## config.mk

```make
export PLATFORM = sky130hd
export DESIGN_NAME = sysrst_gen
export DESIGN_NICKNAME = d
export VERILOG_FILES = /design/src/rtl/sysrst_pkg.sv /design/src/rtl/sysrst_sync.sv /design/src/rtl/sysrst_stretch.sv /design/src/rtl/sysrst_gen.sv
export SDC_FILE = /design/constraint.sdc
export NUM_CORES = 1
export LEC_CHECK = 0
export ABC_AREA = 1
export BUFFER_PORTS_ARGS = -buffer_cell sky130_fd_sc_hd__buf_2
export CORE_MARGIN = 2
export CORE_UTILIZATION = 58
export DETAILED_ROUTE_END_ITERATION = 10
export GPL_ROUTABILITY_DRIVEN = 0
export PLACE_DENSITY = 0.77
export SYNTH_ARGS = -nofsm -noshare
export SYNTH_HDL_FRONTEND = slang
export SYNTH_SLANG_ARGS = --single-unit
```

## constraint.sdc

```tcl
create_clock -name clk_i -period 1.9 [get_ports clk_i]
set_clock_uncertainty 0.15 [all_clocks]
set_input_delay 0.19 -clock clk_i [delete_from_list [all_inputs] [get_ports clk_i]]
set_output_delay 0.19 -clock clk_i [all_outputs]
set_load 0.02 [all_outputs]
```

## src/rtl/sysrst_pkg.sv

```systemverilog
package sysrst_pkg;
  typedef enum int unsigned {
    PIN_LOC = 0,
    PIN_PWR = 1
  } pin_idx_e;

  localparam int unsigned NUM_PINS = 2;

  function automatic int unsigned cnt_width(input int unsigned max_val);
    return (max_val < 2) ? 1 : $clog2(max_val + 1);
  endfunction
endpackage

```

## src/rtl/sysrst_sync.sv

```systemverilog
module sysrst_sync #(
  parameter int unsigned WIDTH   = 2,
  parameter int unsigned STAGES  = 2,
  parameter logic        RST_VAL = 1'b1
) (
  input  logic             clk_i,
  input  logic             rst_ni,
  input  logic [WIDTH-1:0] d_i,
  output logic [WIDTH-1:0] q_o
);
  logic [STAGES-1:0][WIDTH-1:0] stg_q;

  always_ff @(posedge clk_i or negedge rst_ni) begin
    if (!rst_ni) begin
      stg_q <= {(STAGES*WIDTH){RST_VAL}};
    end else begin
      stg_q[0] <= d_i;
      for (int s = 1; s < STAGES; s++) stg_q[s] <= stg_q[s-1];
    end
  end

  assign q_o = stg_q[STAGES-1];
endmodule

```

## src/rtl/sysrst_stretch.sv

```systemverilog
module sysrst_stretch #(
  parameter int unsigned PULSE_CYCLES = 3200000
) (
  input  logic clk_i,
  input  logic rst_ni,
  input  logic req_i,
  output logic active_o
);
  localparam int unsigned CNT_W = sysrst_pkg::cnt_width(PULSE_CYCLES);
  localparam logic [CNT_W-1:0] CNT_LOAD = CNT_W'(PULSE_CYCLES);
  localparam logic [CNT_W-1:0] CNT_ONE  = CNT_W'(1);

  logic [CNT_W-1:0] cnt_q;
  logic             act_q;

  // reload on any request; drop when the last remaining cycle is consumed
  always_ff @(posedge clk_i or negedge rst_ni) begin
    if (!rst_ni) begin
      cnt_q <= CNT_LOAD;
      act_q <= 1'b1;
    end else if (req_i) begin
      cnt_q <= CNT_LOAD;
      act_q <= 1'b1;
    end else if (cnt_q != '0) begin
      cnt_q <= cnt_q - CNT_ONE;
      act_q <= (cnt_q > CNT_ONE);
    end else begin
      act_q <= 1'b0;
    end
  end

  assign active_o = act_q;
endmodule

```

## src/rtl/sysrst_gen.sv

```systemverilog
module sysrst_gen #(
  parameter int unsigned CLK_HZ       = 16000000,
  parameter int unsigned MIN_MS       = 200,
  parameter int unsigned PULSE_CYCLES = CLK_HZ / 1000 * MIN_MS,
  parameter int unsigned SYNC_STAGES  = 2
) (
  input  logic clk_i,
  input  logic rst_ni,
  input  logic loc_rst_ni,
  input  logic pwrup_rst_ni,
  input  logic sw_rst_i,
  output logic sys_rst_o,
  output logic sw_ack_o
);
  import sysrst_pkg::*;

  logic                arst_n;
  logic [NUM_PINS-1:0] pin_req;
  logic [NUM_PINS-1:0] pin_req_s;
  logic                any_req;
  logic                ack_q;

  // power-up pin forces the whole block into its asserted state
  assign arst_n = rst_ni & pwrup_rst_ni;

  assign pin_req[PIN_LOC] = ~loc_rst_ni;
  assign pin_req[PIN_PWR] = ~pwrup_rst_ni;

  sysrst_sync #(
    .WIDTH  (NUM_PINS),
    .STAGES (SYNC_STAGES),
    .RST_VAL(1'b1)
  ) u_sync (
    .clk_i (clk_i),
    .rst_ni(arst_n),
    .d_i   (pin_req),
    .q_o   (pin_req_s)
  );

  assign any_req = (|pin_req_s) | sw_rst_i;

  sysrst_stretch #(
    .PULSE_CYCLES(PULSE_CYCLES)
  ) u_stretch (
    .clk_i   (clk_i),
    .rst_ni  (arst_n),
    .req_i   (any_req),
    .active_o(sys_rst_o)
  );

  always_ff @(posedge clk_i or negedge arst_n) begin
    if (!arst_n) ack_q <= 1'b0;
    else         ack_q <= sw_rst_i & sys_rst_o;
  end

  assign sw_ack_o = ack_q;
endmodule

```

Word-level counts from Yosys, hierarchy flattened:

Cells that the tools add are included.

* output and inout port bits: 2
* register bits: 28
* word-level logic and storage cells: 19
* bits of input ports: 5

* muxes and demuxes: 4
* bitwise logic cells: 5
* reduce and logical (&&, ||, !) cells: 3
* add/subtract/negate cells: 1
* $lt $le $gt $ge: 1

Operator list (number)
* 2-to-1 mux 22 bit: 2
* > comparator 22 x 1 -> 1 bit, second input constant: 1
* nonzero test 22 bit: 1
* subtractor 22 x 1 -> 22 bit, second input constant: 1
* bitwise AND 1 bit: 2
* 2-to-1 mux 1 bit: 2
* NOT 1 bit: 2
* nonzero test 2 bit: 1
* OR reduction 2 bit: 1
* OR 1 bit: 1

Logic depth before layout (Yosys ltp):

Gate-level depths: netlist of run 1.

* depth after elaboration: 3
* mapped depth: 10
* gate-level depth less buffers: 10

By module:

Synthesis of run 1 repeated with hierarchy kept, for this count alone.

* cells, all modules: 224
* area, all modules: 1639.1 µm²

Modules (own cells, without submodules)
* sysrst_stretch: times used 1, cells an instance 208, sequential area each 584.3 µm², area an instance 1460.2 µm²
* sysrst_sync: times used 1, cells an instance 6, sequential area each 105.1 µm², area an instance 120.1 µm²
* sysrst_gen: times used 1, cells an instance 10, sequential area each 25.0 µm², area an instance 58.8 µm²

Worst setup path before layout of run 1:

Ideal clock, no wire load.

* kind: reg-to-reg
* from: register u_stretch.cnt_q[0]
* to: register u_stretch.cnt_q[11]
* path slack: 193 ps
* cell stages (with the launch flop): 10
* buffers on the path: 0
* arrival: 1439 ps
* data required time: 1633 ps
* clock period less this slack: 1707 ps
* library setup time: 117 ps
* cell sequence: dfrtp_1 -> inv_1 -> ha_1 -> nand2_4 -> clkinv_4 -> nand2_4 -> nor2_8 -> nand3_2 -> clkinv_2 -> nor2_1

* word-level cells in the longest chain between the ends: 3
* elaborated cells between the ends (all ways): 5
* classes of those cells: add/sub: 1; mux: 2; reduce/logical: 2

RTL lines
* start, declared: line sysrst_stretch.sv:13 `logic [CNT_W-1:0] cnt_q;`
* start signal, assigned: line sysrst_stretch.sv:25 `cnt_q <= cnt_q - CNT_ONE;`
* subtractor 22 x 1 -> 22 bit: line sysrst_stretch.sv:25
* 2-to-1 mux 22 bit: line sysrst_stretch.sv:24 `end else if (cnt_q != '0) begin`
* 2-to-1 mux 22 bit: line sysrst_stretch.sv:21 `end else if (req_i) begin`

Parallel ways exist; a longest one is shown, timed or not. The select of a mux whose other input is x is not followed.
A chain may end at the register's enable or synchronous reset.

Worst setup path after layout of run 1:

* from: register u_stretch.cnt_q[0]
* to: register u_stretch.cnt_q[14]

The elaborated chain is that of the path after synthesis.

==> run summary, run 1 <==
==============================================================================
Total congestion overflow after global routing                               0
Cell area after synthesis                                             1650 µm²
Die height                                                             57.4 µm
Count of H-tree levels built during CTS                                      1
Worst max-slew margin expressed relative to the limit                    67.8%
Launch instance of the worst register-to-register path            u_stretch.cnt_q[0]
CP Launch Type                                                            flop
Antenna diode instance count                                                 0
Setup Total Neg Slack                                                     0 ns
Endpoint class of the critical path                                       flop
Transition time of the tightest slew-check pin                        0.483 ns
TritonCTS clock tree                                                       yes
Max Fanout on Critical Path                                                  4
Count of cells along the worst hold path                                     0
Register-to-Register Path Depth                                              8
Worst Path Class, Setup                                           flop to flop
Reg clk slew, reported paths                                           0.15 ns
Clock tree root buffer cell                                           clkbuf_4
Synthesized area per cell                                             7.45 µm²
Launch point of the worst hold path                               u_sync.stg_q[0]
Area of the multi-input gates                                          786 µm²
Setup repair after global routing missed its margin                         no
Post-synthesis cell count                                                  222
Share of the yosys chip area belonging to registers                      43.2%
Upper clock frequency limit                                            583 MHz
Power per standard cell area                                        605 nW/µm²
IR Drop Worst-Case VDD                                                0.527 mV
Sequential group share of total power                                    56.9%
Total count of hold-check failures in the final report                       0
Outcome                                                           finished clean
First-pass GRT wire length                                             6380 µm
Register-to-register setup slack                                       0.19 ns
Routed vias/inst                                                          5.53
Antenna violation net count after detailed routing                           0
Max-cap violations                                                           0
Fill cell count                                                            234
Capture instance of the worst register-to-register path           u_stretch.cnt_q[14]
CTS buffer count                                                             3
Die area                                                              3290 µm²
Antenna violations before repair                                             0
Overall fraction of global-route tracks in use                           24.9%
Number of input and output port buffers inserted                             6
Post-layout util                                                         67.2%
Register bit total from synthesis                                           28
Average detailed-routed wire length per instance                       13.3 µm
Net count reported at finish                                               248
Internal Power                                                      0.000799 W
Critical Path AT                                                       1.84 ns
Layout cells sized above 1                                               19.6%
Most used cells in the layout excluding fill and tap cells        42 x nand2_1, 41 x nor2_1, 34 x inv_1
Number of sinks on the clock net                                            28
I/O pin count                                                                7
Switching Power                                                     0.000312 W
Insertion delay of the later-clocked pin in the worst-skew pair        0.33 ns
Total number of placement rows                                              19
Storage cell area                                                      714 µm²
Number of detailed-routing iterations run before antenna repair              4
Worst-case clock buffer depth                                                2
Die span in x                                                          57.4 µm
Switching power as a share of total power                                28.1%
Initial standard-cell utilization of the core                            60.5%
Part of the power in combinational logic                                 17.0%
Core area                                                             2730 µm²
Leak                                                                  0.991 nW
Iteration-0 DRC Markers                                                     81
Pins Over Slew Limit                                                         0
Syn. warnings                                                                0
Part of the total power dissipated in the clock network                  26.1%
Total wirelength of the detailed-routed design                         3610 µm
Largest net degree at the start of global routing                           29
Vias                                                                     1,499
Final critical-path share of the clock period                            90.2%
Hold Crit Endpoint                                                u_sync.q_o[0]
Area growth, synth to finish                                             11.1%
Finish-stage setup viols                                                     0
Synth cell types                                                            30
Type of the tightest min-delay check                              flop to flop
HPWL reported at the end of detailed placement                         2620 µm
Minimum clock period after layout                                      1.71 ns
Endpoint required time on the critical path                            2.02 ns
Synthesized netlist net count                                              229
Number of global-route vias before repair                                1,376
DRC violations left                                                          0
Most common cell after layout, fill and taps aside                     nand2_1
==============================================================================
flip-flops by register name, summed over array words and instances, names as in the netlist:
signal              flops
sw_ack_o                1
u_stretch.active_o      1
u_stretch.cnt_q        22
u_sync.q_o              2
u_sync.stg_q            2
through the flow:
| stage | hold WS, ns | std cells | instance area, µm² | setup WS (ns) | total power (W) |
|---|---|---|---|---|---|
| finish | 0.217 | 271 | 1840 | 0.186 | 0.00111 |
| global route | 0.220 | 271 | 1840 | 0.0427 | 0.00116 |
| CTS | 0.218 | 271 | 1840 | 0.183 | 0.00112 |
| detailed placement | 0.153 | 262 | 1750 | 0.209 | 0.000820 |
| global placement | 0.132 | 262 | 1750 | 0.253 | 0.000817 |
| floorplan | 0.0662 | 222 | 1650 | 0.193 | 0.000775 |
layout make-up:
cell class | count | share of cell area, %
Sequential cell | 28 | 38.9
Tap cell | 31 | 2.11
Timing Repair Buffer | 16 | 6.40
Clock buffer | 4 | 1.97
Multi-Input combinational cell | 155 | 42.8
Inverter | 37 | 7.90
cell usage after synthesis:
| cell | n | area [µm²] |
|---|---|---|
| a21o_1 | 1 | 7.51 |
| and2_1 | 1 | 6.26 |
| buf_2 | 1 | 5.00 |
| clkbuf_1 | 1 | 3.75 |
| clkinv_2 | 1 | 5.00 |
| clkinv_4 | 1 | 8.76 |
| dfrtp_1 | 17 | 425 |
| dfstp_2 | 11 | 289 |
| ha_1 | 2 | 25.0 |
| inv_1 | 34 | 128 |
| inv_2 | 1 | 3.75 |
| nand2_1 | 42 | 158 |
| nand2_2 | 4 | 25.0 |
| nand2_4 | 3 | 33.8 |
| nand3_1 | 27 | 135 |
| nand3_2 | 1 | 10.0 |
| nand3b_1 | 1 | 7.51 |
| nand4_1 | 10 | 62.6 |
| nor2_1 | 41 | 154 |
| nor2_2 | 5 | 31.3 |
| nor2_4 | 2 | 22.5 |
| nor2_8 | 1 | 20.0 |
| nor4_1 | 1 | 6.26 |
| o211ai_1 | 2 | 15.0 |
| o21a_1 | 1 | 7.51 |
| o21ai_0 | 3 | 15.0 |
| o21ai_1 | 3 | 15.0 |
| o31ai_1 | 1 | 7.51 |
| or2_2 | 2 | 12.5 |
| xor2_1 | 1 | 8.76 |
power by group through the flow:
stage	clock network [W]	logic, W	registers (W)
CTS	0.000300	0.000186	0.000632
floorplan	0	0.000136	0.000640
global route	0.000314	0.000214	0.000634
finish	0.000290	0.000189	0.000632
global placement	0	0.000175	0.000642
detailed placement	0	0.000178	0.000642
per-layer routing:
metal | wire [µm] | share of wire, % | global-route usage, %
met5 | 0 | 0 | 0
met4 | 91 | 2.5 | 10.3
met3 | 180 | 5.0 | 2.49
met2 | 1700 | 47 | 39.6
met1 | 1640 | 45 | 34.8
worst max-delay path by stage:
stage / from / end / cells after the start
after floorplan: u_stretch.cnt_q[0] / u_stretch.cnt_q[11] / 9
after global placement: u_stretch.cnt_q[0] / u_stretch.cnt_q[19] / 9
after detailed placement: u_stretch.cnt_q[0] / u_stretch.cnt_q[9] / 9
after CTS: u_stretch.cnt_q[0] / u_stretch.cnt_q[9] / 9
after global routing: u_stretch.cnt_q[0] / u_stretch.cnt_q[14] / 8
final: u_stretch.cnt_q[0] / u_stretch.cnt_q[14] / 8
critical path, cell delays in order (launching register included):
cell     delay [ns]
dfrtp_1        0.46
inv_1          0.10
ha_1           0.21
nand2_4        0.08
nor2_1         0.27
nand2_1        0.09
nand2_1        0.06
nand2_1        0.05
o21a_1         0.17
kinds of logic after synthesis:
| kind of cell | synth area share [%] |
|---|---|
| XOR/XNOR | 0.530 |
| adder cells (fa/ha/maj) | 1.51 |
| buffers and inverters | 9.30 |
| AO/OA/AOI/OAI | 4.08 |
| flip-flops | 43.2 |
| AND/OR/NAND/NOR | 41.4 |
timing repair:
item,4_1_cts,5_1_grt
hold buffers,5,0
resized for setup,0,0
setup buffers,0,0
hold endpoints to repair,20,0
Note: power is estimated with default switching activity, not from simulation.
==> run 2, diff against run 1 <==
MAX_ROUTING_LAYER = met4   (was unset)
==> run 2 against run 1 <==
  * Clock-buffer cell count stayed put
  * Register-to-register slack hardly changed
  * Global-route usage is 0.87 points higher
  * Maximum frequency is 0.39% higher
  * Setup slack better by 0.0067 ns
  * Via count is 3.0% lower
  * First-iteration DRC count is 2.5% lower
  * Routed wire length is 0.33% lower
  * Sequential share of layout area stayed put
  * Flip-flop and latch count stayed put
  * Utilization stayed put
  * Power hardly changed
  * Critical path type unchanged
  * Critical endpoint unchanged
  * Largest power group unchanged
  * Highest routed layer unchanged
==> run summary, run 2 (synthesis gave the netlist of run 1 again) <==
======================================================================================
Outcome                                                                   finished clean
Most used cells in the layout excluding fill and tap cells                42 x nand2_1, 41 x nor2_1, 34 x inv_1
DRC violations left                                                                  0   unchanged
Post-layout util                                                                 67.2%   unchanged
Largest register by flop count                                            u_stretch.cnt_q
Finish-stage setup viols                                                             0   unchanged
Number of detailed-routing iterations run before antenna repair                      4   unchanged
First-pass GRT wire length                                                     6380 µm   unchanged
Antenna diode instance count                                                         0   unchanged
Place WS                                                                      0.209 ns   unchanged
CP Launch Type                                                                    flop
Overall fraction of global-route tracks in use                                   25.8%   +0.87 points
Worst max-slew margin expressed relative to the limit                            67.8%   about the same
Max FFs per register                                                                22   unchanged
Register-to-register setup slack                                               0.19 ns   about the same
Reg clk slew, reported paths                                                   0.15 ns   about the same
Count of H-tree levels built during CTS                                              1   unchanged
Upper clock frequency limit                                                    586 MHz   +0.39%
Library cell contributing the largest single delay on the critical path        dfrtp_1
Max Fanout on Critical Path                                                          4   unchanged
I/O pin count                                                                        7   unchanged
Setup repair after global routing missed its margin                                 no
Worst Path Class, Setup                                                   flop to flop
CTS buffer count                                                                     3   unchanged
Setup Total Neg Slack                                                             0 ns   unchanged
Endpoint class of the critical path                                               flop
Transition time of the tightest slew-check pin                                0.483 ns   -0.000133 ns
TritonCTS clock tree                                                               yes
Cell chain of the critical path                                           inv_1, ha_1, nand2_4, nor2_1, nand2_1, nand2_1, nand2_1, o21a_1
Worst-case clock buffer depth                                                        2   unchanged
Post-route insts no fill                                                           271   unchanged
Number of sinks on the clock net                                                    28   unchanged
IR Drop Worst-Case VDD                                                        0.527 mV   about the same
Area growth, synth to finish                                                     11.1%   unchanged
Iteration-0 DRC Markers                                                             79   -2.5%
Critical path endpoint                                                    u_stretch.cnt_q[14]
Pins Over Slew Limit                                                                 0   unchanged
Clock tree root buffer cell                                                   clkbuf_4
Total congestion overflow after global routing                                       0   unchanged
Power per standard cell area                                                605 nW/µm²   about the same
Average detailed-routed wire length per instance                               13.3 µm   -0.33%
Total count of hold-check failures in the final report                               0   unchanged
Startpoint of the worst setup timing path                                 u_stretch.cnt_q[0]
Sum of routed wire segments on met1                                            1740 µm   +5.8%
Crit path setup slack, layout                                                 0.193 ns   +0.00670 ns
Max Used Layer                                                                    met4
Final critical-path share of the clock period                                    89.9%   -0.35 points
Resize count post-CTS                                                                0   unchanged
Most common cell after layout, fill and taps aside                             nand2_1
Vias                                                                             1,454   -3.0%
Max-cap violations                                                                   0   unchanged
Die span in x                                                                  57.4 µm   unchanged
Total number of placement rows                                                      19   unchanged
Core area                                                                     2730 µm²   unchanged
Endpoint required time on the critical path                                    2.03 ns   about the same
Insertion delay of the later-clocked pin in the worst-skew pair                0.33 ns   about the same
CP peak stage delay                                                            0.46 ns   about the same
Launch instance of the worst register-to-register path                    u_stretch.cnt_q[0]
Leak                                                                          0.991 nW   unchanged
Initial standard-cell utilization of the core                                    60.5%   unchanged
Number of global-route vias before repair                                        1,369   -0.51%
Wire length on met3                                                             114 µm   -37%
HPWL reported at the end of detailed placement                                 2620 µm   unchanged
Layout cells sized above 1                                                       19.6%   unchanged
Routed vias/inst                                                                  5.37   -3.0%
Capture instance of the worst register-to-register path                   u_stretch.cnt_q[14]
Die height                                                                     57.4 µm   unchanged
Minimum clock period after layout                                              1.71 ns   -0.00670 ns
Antenna violation net count after detailed routing                                   0   unchanged
Number of input and output port buffers inserted                                     6   unchanged
Type of the tightest min-delay check                                      flop to flop
Largest net degree at the start of global routing                                   29   unchanged
Register-to-Register Path Depth                                                      8   unchanged
Net count reported at finish                                                       248   unchanged
Cell occurring most often along the worst timing path                          nand2_1
Antenna violations before repair                                                     0   unchanged
Critical Path AT                                                               1.83 ns   about the same
Met2 wire len                                                                  1670 µm   -1.7%
Cell total after placement                                                         262   unchanged
Total wirelength of the detailed-routed design                                 3600 µm   -0.33%
Die area                                                                      3290 µm²   unchanged
======================================================================================
run 2: critical path: cells and delay by family (launching register included):
family	cells	cell delay, ns
compound gates	1	0.17
simple gates	5	0.55
fa+ha+maj	1	0.21
buf+inv	1	0.10
flops	1	0.46
run 2: worst min-delay path by stage:
stage | startpoint | endpoint | slack, ns | cells past startpoint
2_1_floorplan | loc_rst_ni | u_sync.stg_q[0] | 0.07 | 1
3_3_place_gp | rst_ni | u_stretch.cnt_q[0] | 0.13 | 4
3_5_place_dp | loc_rst_ni | u_sync.stg_q[0] | 0.15 | 2
4_1_cts | u_sync.stg_q[1] | u_sync.q_o[1] | 0.22 | 0
5_1_grt | u_sync.stg_q[1] | u_sync.q_o[1] | 0.22 | 0
6_report | u_sync.stg_q[0] | u_sync.q_o[0] | 0.22 | 0
run 2: power breakdown:
part           leakage [nW]  internal [W]  total (W)  switching [W]
sequential            0.346      0.000617   0.000632      0.0000157
clock                0.0210      0.000117   0.000291       0.000174
combinational         0.624     0.0000650   0.000188       0.000123
total                 0.991      0.000799    0.00111       0.000313
run 2: metrics by stage:
step | instance area, µm² | hold slack, ns | power [W]
after detailed placement | 1750 | 0.153 | 0.000820
after floorplan | 1650 | 0.0662 | 0.000775
after global placement | 1750 | 0.132 | 0.000817
after CTS | 1840 | 0.218 | 0.00112
final | 1840 | 0.216 | 0.00111
after global routing | 1840 | 0.220 | 0.00116
run 2: area by class of cell:
cell class	instances	area, µm²
clock buffers	4	36.3
fillers	234	896
inverters	37	145
multi-input cells	155	786
flip-flops and latches	28	714
well taps	31	38.8
repair buffers	16	118
run 2: repair_timing:
action                                 in CTS  in global routing
endpoints found under the hold margin      20                  0
hold buffers                                5                  0
setup buffers                               0                  0
run 2: layer usage:
layer | vias to the layer above | track usage [%]
met2 | 29 | 39.4
li1 | 735 | -
met4 | 0 | 10.3
met5 | - | -
met1 | 681 | 35.2
met3 | 9 | 2.49
==> run 3, diff against run 2 <==
ABC_AREA = unset   (was 1)
GPL_TIMING_DRIVEN = 0   (was unset)
SKIP_CTS_REPAIR_TIMING = 1   (was unset)
==> run 3 against run 2 <==
  * Clock-buffer cell count unchanged
  * Critical path type unchanged
  * Highest routed layer unchanged
  * Sequential share of layout area shrank 5.7 points
  * Worst hold slack got worse by 0.21 ns
  * Global-route usage down 1.0 points
  * Power is 2.9% higher
  * Utilization increased by 21 points
  * Synthesized area decreased by 9.5%
  * The flow now finishes with violations (setup timing)
  * Cell area grew 18%
  * Maximum frequency is 25% lower
  * Flip-flop and latch count unchanged
==> run summary, run 3 <==
==============================================================================
Outcome                                                           finished, violations left
Violated checks                                                   setup timing
Cell with the most instances after synthesis                           dfrtp_1
Upper clock frequency limit                                            439 MHz   -25%
Syn. warnings                                                                0   unchanged
Antenna diode instance count                                                 0   unchanged
Launch point of the worst hold path                                   sw_rst_i
Switching Power                                                     0.000311 W   -0.66%
Final critical-path share of the clock period                             120%   +30 points
Number of global-route vias before repair                                1,146   -16%
Average detailed-routed wire length per instance                       21.0 µm   +58%
Reg clk slew, reported paths                                           0.15 ns   about the same
Post-synthesis cell count                                                  149   -33%
Largest net degree at the start of global routing                           29   unchanged
Antenna violations before repair                                             0   unchanged
Library cell with the largest summed area after synthesis              dfrtp_1
Startpoint of the worst setup timing path                         u_stretch.cnt_q[11]
HPWL reported at the end of detailed placement                         2200 µm   -16%
Area growth, synth to finish                                             45.1%
CTS buffer count                                                             3   unchanged
Number of enable flip-flop cells after synthesis                             0   unchanged
Minimum clock period after layout                                      2.28 ns   +0.571 ns
Iteration-0 DRC Markers                                                     93   +18%
Post-layout util                                                         88.4%   +21 points
Die height                                                             54.8 µm   -4.5%
Synthesized netlist net count                                              156   -32%
Initial standard-cell utilization of the core                            61.0%   +0.45 points
DRC violations left                                                          0   unchanged
Most area-consuming cells after synthesis                         dfrtp_1 28%, dfstp_2 19%, mux2i_1 4.7%
Synth top area share                                                     28.4%   +2.7 points
Antenna violation net count after detailed routing                           0   unchanged
I/O pin count                                                                7   unchanged
Internal Power                                                      0.000834 W   +4.4%
Most used cells in the layout excluding fill and tap cells        18 x buf_4, 13 x dfrtp_1, 11 x dfstp_2
TritonCTS clock tree                                                       yes
Count of H-tree levels built during CTS                                      1   unchanged
Sequential group share of total power                                    55.7%   -1.2 points
Insertion delay of the later-clocked pin in the worst-skew pair        0.34 ns   about the same
Endpoint class of the critical path                                       flop
First-pass GRT wire length                                             5110 µm   -20%
Part of the power in combinational logic                                 18.6%   +1.6 points
IR Drop Worst-Case VDD                                                0.593 mV   +12%
Clock tree root buffer cell                                           clkbuf_4
Die area                                                              3000 µm²   -8.9%
Setup repair after global routing missed its margin                        yes
Setup Total Neg Slack                                                 -5.79 ns   -5.79 ns
Post-detailed-placement cell area                                     1580 µm²   -9.7%
Worst hold margin                                                    0.0105 ns   -0.206 ns
Switching power as a share of total power                                27.1%   -0.98 points
Layout cells sized above 1                                               54.3%   +35 points
Net count reported at finish                                               196   -21%
Leak                                                                  0.816 nW   -18%
Crit path setup slack, layout                                        -0.379 ns   -0.571 ns
Worst-case clock buffer depth                                                2   unchanged
Type of the tightest min-delay check                              input port to flop
Max-cap violations                                                           0   unchanged
Vias                                                                     1,496   +2.9%
Finish-stage setup viols                                                    23   +23
Cell types with the highest counts after synthesis                17 x dfrtp_1, 11 x dfstp_2, 10 x o21ai_0, 9 x nand2_1
Share of the yosys chip area belonging to registers                      47.7%   +4.6 points
Number of detailed-routing iterations run before antenna repair              4   unchanged
CP Launch Type                                                            flop
Synth cell types                                                            36   +20%
Worst max-slew margin expressed relative to the limit                    61.0%   -6.8 points
Post-synth ARST share                                                     100%   unchanged
Part of the total power dissipated in the clock network                  25.7%   -0.5 points
Die span in x                                                          54.8 µm   -4.5%
Endpoint required time on the critical path                            2.01 ns   -0.02 ns
Most common cell after layout, fill and taps aside                       buf_4
Register bit total from synthesis                                           28   unchanged
Critical Path AT                                                       2.39 ns   +0.56 ns
Overall fraction of global-route tracks in use                           24.7%   -1.0 points
Largest register by flop count                                    u_stretch.cnt_q
Synthesized area per cell                                             10.0 µm²   +35%
Final standard cell area without fillers                              2170 µm²   +18%
Core area                                                             2450 µm²   -10%
Sum of internal, switching and leakage power                         0.00114 W   +2.9%
Number of input and output port buffers inserted                             6   unchanged
Flip-flop cell with the highest count after synthesis                  dfrtp_1
Total number of placement rows                                              18   -1
Launch instance of the worst register-to-register path            u_stretch.cnt_q[11]
Worst Path Class, Setup                                           flop to flop
Max FFs per register                                                        22   unchanged
Total count of hold-check failures in the final report                       0   unchanged
Max Fanout on Critical Path                                                  5   +1
Total wirelength of the detailed-routed design                         4580 µm   +27%
Routed vias/inst                                                          6.86   +28%
Power per standard cell area                                        527 nW/µm²   -13%
Pins Over Slew Limit                                                         0   unchanged
Cell area after synthesis                                             1500 µm²   -9.5%
Number of sinks on the clock net                                            28   unchanged
Total congestion overflow after global routing                               0   unchanged
Transition time of the tightest slew-check pin                        0.585 ns   +0.102 ns
==============================================================================
-- run 3: worst max-delay path, cell delays in order, from the launching register on --
cell and delay, ns:
dfrtp_2 0.44, or4_4 0.57, or4_4 0.49, or4_4 0.55
-- run 3: power by group through the flow --
stage | Combinational (W) | Sequential (W) | Clock [W]
after CTS | 0.000122 | 0.000632 | 0.000300
after floorplan | 0.0000903 | 0.000639 | 0
after global routing | 0.000228 | 0.000640 | 0.000318
after global placement | 0.000115 | 0.000640 | 0
after detailed placement | 0.000122 | 0.000642 | 0
final | 0.000213 | 0.000637 | 0.000295
-- run 3: logic make-up (layout without fill, tap and decap cells) --
group	Yosys count	after routing	share of synthesized area [%]
AOI/OAI and AO/OA	33	33	14.1
adders and majority gates	2	2	1.67
buffers and inverters	13	52	4.26
DFF	28	28	47.7
muxes	7	7	4.68
and+or+nand+nor	66	66	27.5
-- run 3: final cells by class --
type	instances	area, µm²
multi-input combinational	108	986
sequential	28	719
timing repair buffer	40	355
fill	95	284
tap	30	37.5
clock buffer	4	36.3
buffer	4	21.3
inverter	4	15.0
-- run 3: worst paths after layout --
kind,end,cells past startpoint,slack (ns)
max,u_stretch.active_o,3,-0.38
min,u_stretch.cnt_q[5],4,0.01
max reg2reg,u_stretch.active_o,3,-0.38
min reg2reg,u_sync.q_o[0],0,0.22
max in group asynchronous,u_stretch.cnt_q[1],4,0.46
min in group asynchronous,u_stretch.cnt_q[20],3,0.46
-- run 3: metrics by stage --
step,worst slack [ns],instances
3_3_place_gp,-0.545,185
6_report,-0.379,218
3_5_place_dp,-0.593,185
4_1_cts,-0.618,189
5_1_grt,-0.441,218
2_1_floorplan,-0.419,149
-- run 3: layer usage --
layer  wire length [µm]  up-vias  track usage [%]
met5                  0        -                -
met4                104        0             7.50
met3                351       16             3.28
met2               2210       83             42.3
met1               1910      752             30.2
li1                   -      645                -
